$ cat src/rtl/tmr16_pkg.sv
package tmr16_pkg;
    localparam int BYTE_W = 8;
    localparam int CNT_W  = 2 * BYTE_W;

    typedef logic [CNT_W-1:0]  cnt_t;
    typedef logic [BYTE_W-1:0] byte_t;

    typedef enum logic {
        LOC_LO = 1'b0,
        LOC_HI = 1'b1
    } byte_loc_e;

    typedef struct packed {
        cnt_t count;
        logic ovf;
    } core_st_t;
endpackage

$ cat src/rtl/tmr16_tick_gate.sv
module tmr16_tick_gate #(
    parameter int SEL_W = 3
) (
    input  logic             tick,
    input  logic [SEL_W-1:0] clk_sel,
    output logic             tick_q
);
    // a zero select field means no source: the timer is stopped
    always_comb begin
        tick_q = tick && (clk_sel != '0);
    end
endmodule

$ cat src/rtl/tmr16_hi_latch.sv
module tmr16_hi_latch
    import tmr16_pkg::*;
(
    input  logic  clk,
    input  logic  rst_n,
    input  logic  ld_cpu,
    input  byte_t cpu_byte,
    input  logic  ld_snap,
    input  byte_t snap_byte,
    output byte_t temp_q
);
    byte_t temp_d;

    always_comb begin
        temp_d = temp_q;
        if (ld_cpu) begin
            temp_d = cpu_byte;
        end else if (ld_snap) begin
            temp_d = snap_byte;
        end
    end

    always_ff @(posedge clk or negedge rst_n) begin
        if (!rst_n) begin
            temp_q <= '0;
        end else begin
            temp_q <= temp_d;
        end
    end

    // a CPU load reaches the latch one edge later
    a_r2_latch_load: assert property (@(posedge clk) disable iff (!rst_n)
        ld_cpu |=> (temp_q == $past(cpu_byte)));
endmodule

$ cat src/rtl/tmr16_count_core.sv
module tmr16_count_core
    import tmr16_pkg::*;
(
    input  logic clk,
    input  logic rst_n,
    input  logic tick_q,
    input  logic dir_down,
    input  logic clr,
    input  logic load,
    input  cnt_t load_val,
    input  logic ovf_clr,
    output cnt_t count_q,
    output logic ovf_q
);
    core_st_t st_d, st_q;
    logic     wrap_up;

    always_comb begin
        st_d    = st_q;
        wrap_up = 1'b0;
        if (load) begin
            st_d.count = load_val;
        end else if (tick_q) begin
            if (clr) begin
                st_d.count = '0;
            end else if (dir_down) begin
                st_d.count = st_q.count - 1'b1;
            end else begin
                st_d.count = st_q.count + 1'b1;
                wrap_up    = (st_q.count == '1);
            end
        end
        if (wrap_up) begin
            st_d.ovf = 1'b1;
        end else if (ovf_clr) begin
            st_d.ovf = 1'b0;
        end
    end

    always_ff @(posedge clk or negedge rst_n) begin
        if (!rst_n) begin
            st_q <= '0;
        end else begin
            st_q <= st_d;
        end
    end

    assign count_q = st_q.count;
    assign ovf_q   = st_q.ovf;

    a_r8_load_wins: assert property (@(posedge clk) disable iff (!rst_n)
        load |=> (count_q == $past(load_val)));

    a_r6_hold_without_tick: assert property (@(posedge clk) disable iff (!rst_n)
        (!tick_q && !load) |=> $stable(count_q));

    a_r7_clear_on_tick: assert property (@(posedge clk) disable iff (!rst_n)
        (tick_q && clr && !load) |=> (count_q == '0));

    a_r9_overflow_sets: assert property (@(posedge clk) disable iff (!rst_n)
        (tick_q && !clr && !dir_down && !load && count_q == '1) |=> (ovf_q && count_q == '0));

    a_r10_flag_clears: assert property (@(posedge clk) disable iff (!rst_n)
        (ovf_clr && !tick_q) |=> !ovf_q);

    a_r9_flag_sticky: assert property (@(posedge clk) disable iff (!rst_n)
        (ovf_q && !ovf_clr) |=> ovf_q);
endmodule

$ cat src/rtl/tmr16_bytelatch.sv
module tmr16_bytelatch
    import tmr16_pkg::*;
#(
    parameter int SEL_W = 3
) (
    input  logic             clk,
    input  logic             rst_n,
    input  logic [SEL_W-1:0] clk_sel,
    input  logic             tick,
    input  logic             count_down,
    input  logic             clear_req,
    input  logic [CNT_W-1:0] top_value,
    input  logic             bus_addr,
    input  logic             bus_rd,
    input  logic             bus_wr,
    input  logic [BYTE_W-1:0] bus_wdata,
    output logic [BYTE_W-1:0] bus_rdata,
    input  logic             ovf_clr,
    output logic             at_top,
    output logic             at_bottom,
    output logic             ovf_flag
);
    logic  tick_q;
    logic  wr_lo, wr_hi, rd_lo;
    byte_t temp_q;
    cnt_t  count_q;

    always_comb begin
        wr_lo = bus_wr && (byte_loc_e'(bus_addr) == LOC_LO);
        wr_hi = bus_wr && (byte_loc_e'(bus_addr) == LOC_HI);
        rd_lo = bus_rd && (byte_loc_e'(bus_addr) == LOC_LO);
    end

    tmr16_tick_gate #(.SEL_W(SEL_W)) u_gate (
        .tick    (tick),
        .clk_sel (clk_sel),
        .tick_q  (tick_q)
    );

    tmr16_hi_latch u_latch (
        .clk       (clk),
        .rst_n     (rst_n),
        .ld_cpu    (wr_hi),
        .cpu_byte  (bus_wdata),
        .ld_snap   (rd_lo),
        .snap_byte (count_q[CNT_W-1:BYTE_W]),
        .temp_q    (temp_q)
    );

    tmr16_count_core u_core (
        .clk      (clk),
        .rst_n    (rst_n),
        .tick_q   (tick_q),
        .dir_down (count_down),
        .clr      (clear_req),
        .load     (wr_lo),
        .load_val ({temp_q, bus_wdata}),
        .ovf_clr  (ovf_clr),
        .count_q  (count_q),
        .ovf_q    (ovf_flag)
    );

    always_comb begin
        if (byte_loc_e'(bus_addr) == LOC_HI) begin
            bus_rdata = temp_q;
        end else begin
            bus_rdata = count_q[BYTE_W-1:0];
        end
        at_bottom = (count_q == '0);
        at_top    = (count_q == top_value);
    end

    a_r3_snapshot_high: assert property (@(posedge clk) disable iff (!rst_n)
        (rd_lo && !bus_wr) |=> (temp_q == $past(count_q[CNT_W-1:BYTE_W])));

    a_r2_high_write_keeps_count: assert property (@(posedge clk) disable iff (!rst_n)
        (wr_hi && !tick_q) |=> $stable(count_q));

    a_r4_atomic_load: assert property (@(posedge clk) disable iff (!rst_n)
        wr_lo |=> (count_q == {$past(temp_q), $past(bus_wdata)}));
endmodule

$ cat config.mk
export PLATFORM = sky130hd
export DESIGN_NAME = tmr16_bytelatch
export DESIGN_NICKNAME = d
export VERILOG_FILES = /design/src/rtl/tmr16_pkg.sv /design/src/rtl/tmr16_tick_gate.sv /design/src/rtl/tmr16_hi_latch.sv /design/src/rtl/tmr16_count_core.sv /design/src/rtl/tmr16_bytelatch.sv
export SDC_FILE = /design/constraint.sdc
export NUM_CORES = 1
export LEC_CHECK = 0
export CAP_MARGIN = 20
export CORE_ASPECT_RATIO = 1.25
export CORE_MARGIN = 5
export CORE_UTILIZATION = 52
export CTS_BUF_LIST = sky130_fd_sc_hd__clkbuf_16
export CTS_CLUSTER_DIAMETER = 60
export DETAILED_ROUTE_END_ITERATION = 10
export GPL_ROUTABILITY_DRIVEN = 0
export GPL_TIMING_DRIVEN = 0
export MAX_ROUTING_LAYER = met4
export PLACE_DENSITY = 0.82
export SLEW_MARGIN = 5
export SYNTH_ARGS = -nofsm -noshare
export SYNTH_HDL_FRONTEND = slang
export SYNTH_SLANG_ARGS = --single-unit
$ cat constraint.sdc
create_clock -name clk -period 2.28 [get_ports clk]
set_input_delay 0.456 -clock clk [delete_from_list [all_inputs] [get_ports clk]]
set_output_delay 0.456 -clock clk [all_outputs]
set_load 0.05 [all_outputs]
==> impl_metrics.ini <==
[final_layout]
area_growth_pct = 27.84
n_antenna_cell = 0
final_nets = 357
drive_gt1_share_pct = 12.13
stdcell_count = 361

[drt]
first_pass_iters = 4
drtIter0Drc = 235
wl_per_cell_um = 20.34
drc = 0
routed_wl_um = 7344
vias = 2325
antenna_left = 0
viasPerCell = 6.440

[worst_setup_path]
r2r-end = u_core.count_q[15]
r2r_start = u_core.count_q[4]
arrival_ps = 1780
start_kind = register
critPathKind = register to output port
reg2reg_setup_slack_ps = 90
worstPathRequired_ps = 1820
worstSetupStartpoint = u_core.count_q[6]
critical_path.max_fanout = 6
rr_worst_depth = 6
endpoint = bus_rdata[6]
end_kind = output port

[clocking]
cts_setup_buffers = 0
clkSinkCount = 25
holdBufCountCts = 0
cts_made_buffers = 3
cts_tree = yes
htreeDepth = 1
clkTransAtPathRegs_ps = 70
clk_path_buf_depth = 2
root_buffer = clkbuf_16
clkLatencyLatePin_ps = 260

[global_routing]
grt_max_degree = 18
grt_pass1_wl_um = 11880
grt_pass1_vias = 2456
antenna_found_initial = 0
overflow = 0
gr-usage-all-layers_pct = 27.51

[synthesis]
async_reset_ff_share_pct = 100.0
synth_area_leaders = dfrtp_1 (28%), ha_1 (7.7%), xnor2_1 (7.7%)
synth_top_area_share_pct = 27.67
ys_types = 48
synth.most_common_cell = dfrtp_1
synth_warnings = 0
yosysSeqAreaShare_pct = 27.67
synthTopCellsByCount = dfrtp_1 (25), a21oi_1 (23), xnor2_1 (20)
synth_area_leader_cell = dfrtp_1
syn_area_um2 = 2261
avgSynthCellArea_um2 = 8.797
synth_edf_count = 0
syn_inst = 257
synth_fp_nets = 308
ys_seq_elements = 25
synth_ff_type = dfrtp_1

[die]
die-height_um = 83.72
initial_core_util_pct = 54.30
num_io_pins = 47
core_um2 = 4164
num_rows = 26
die_area_um2 = 5775
die_x_um = 68.98

[sta]
slew_headroom_pct = 53.01
fin_setup_tns_ps = 0
final-hold-violation-count = 0
fin_skew_ps = 4.691
worstMarginPinSlew_ps = 702.7
rsz0062_at_grt = false
fmax_ghz = 0.4468
holdWs_ps = 539.4
period_needed_ps = 2238
final-max-slew-violation-count = 0
setup_viol = 0
post-route-period-util_pct = 98.17

[power_and_ir_drop]
powerDensity_nw_per_um2 = 741.5
p_leak_nw = 1.172
vdd_drop_max_mv = 0.3983

[hold_path]
hp-class = register to register

[place]
hpwl_um = 5557
port_buffers = 44
dp.cells = 358

[run_status]
status = finished, final reports clean

[flow_run]
cap_violations = 0
[kinds of logic after synthesis]
| kind of cell | after synthesis | share of synthesized area (%) |
|---|---|---|
| buffers and inverters | 21 | 4.317 |
| AOI/OAI and AO/OA | 90 | 26.62 |
| adders and majority gates | 15 | 8.633 |
| DFF | 25 | 27.67 |
| and+or+nand+nor | 69 | 17.32 |
| xor gates and xnor gates | 23 | 8.910 |
| muxes | 14 | 6.530 |
[registers in the layout (all words and copies together) (netlist names)]
name            cells
u_core.count_q     16
u_core.ovf_q        1
u_latch.temp_q      8
[power by group]
part / total [mW] / internal (mW) / switching (mW)
Clock: 0.410 / 0.239 / 0.172
Combinational: 1.03 / 0.448 / 0.583
Sequential: 0.701 / 0.524 / 0.178
[worst min-delay path by stage]
stage,start,slack [ps],end,depth (start not counted)
5_1_grt,u_core.ovf_q,560,u_core.ovf_q,2
4_1_cts,u_core.ovf_q,540,u_core.ovf_q,2
2_1_floorplan,rst_n,160,u_core.count_q[0],0
3_5_place_dp,u_core.ovf_q,530,u_core.ovf_q,2
3_3_place_gp,u_core.ovf_q,520,u_core.ovf_q,2
6_report,u_core.ovf_q,540,u_core.ovf_q,2
[metrics by stage]
| step | worst slack, ps | area, µm² | power (mW) | utilization, % |
|---|---|---|---|---|
| 2_1_floorplan | -92.24 | 2267 | 1.359 | - |
| 3_3_place_gp | -922.7 | 2778 | 1.669 | 66.71 |
| 3_5_place_dp | -1002 | 2793 | 1.701 | 67.07 |
| 4_1_cts | 2.083 | 2865 | 2.110 | 68.81 |
| 5_1_grt | 1.568 | 2890 | 2.269 | 69.41 |
| 6_report | 41.77 | 2890 | 2.143 | 69.41 |
[per-layer routing]
layer / track usage, % / vias up / wire length [µm]
li1: - / 1081 / -
met3: 3.235 / 23 / 474
met1: 33.59 / 1114 / 3006
met4: 15.25 / 0 / 263
met2: 42.88 / 107 / 3599
met5: - / - / 0
[area by class of cell]
type | instances | area, µm²
buffer | 12 | 63.81
clock buffer | 3 | 75.07
clock inverter | 1 | 7.507
fill | 367 | 1274
inverter | 8 | 30.03
multi-input combinational | 211 | 1569
sequential | 25 | 626.9
tap | 56 | 70.07
timing repair buffer | 45 | 447.9
[layout by cell type, fill, tap and decap left out, types with 4 or more instances in the layout]
| cell | instances |
|---|---|
| nor3_1 | 5 |
| o21ai_0 | 13 |
| nand4_1 | 14 |
| ha_1 | 14 |
| mux2_2 | 6 |
| a21oi_2 | 4 |
| a21o_1 | 4 |
| nand2_1 | 13 |
| clkdlybuf4s50_1 | 36 |
| a211oi_1 | 9 |
| nor2b_1 | 10 |
| a21oi_1 | 20 |
| buf_2 | 6 |
| a22oi_1 | 13 |
| clkbuf_1 | 4 |
| nor4_1 | 5 |
| mux2i_1 | 8 |
| xnor2_1 | 20 |
| nor2_1 | 7 |
| dfrtp_1 | 24 |
| inv_1 | 8 |
[critical path: stages (launching register included)]
cell and delay, ps:
dfrtp_1 510, mux2_2 210, clkdlybuf4s50_1 790
[what timing repair did]
item	4_1_cts	5_1_grt
pin swaps	0	3
resized for setup	16	18
endpoints found under the setup margin	18	12
Power figures use the tool's default switching activity.
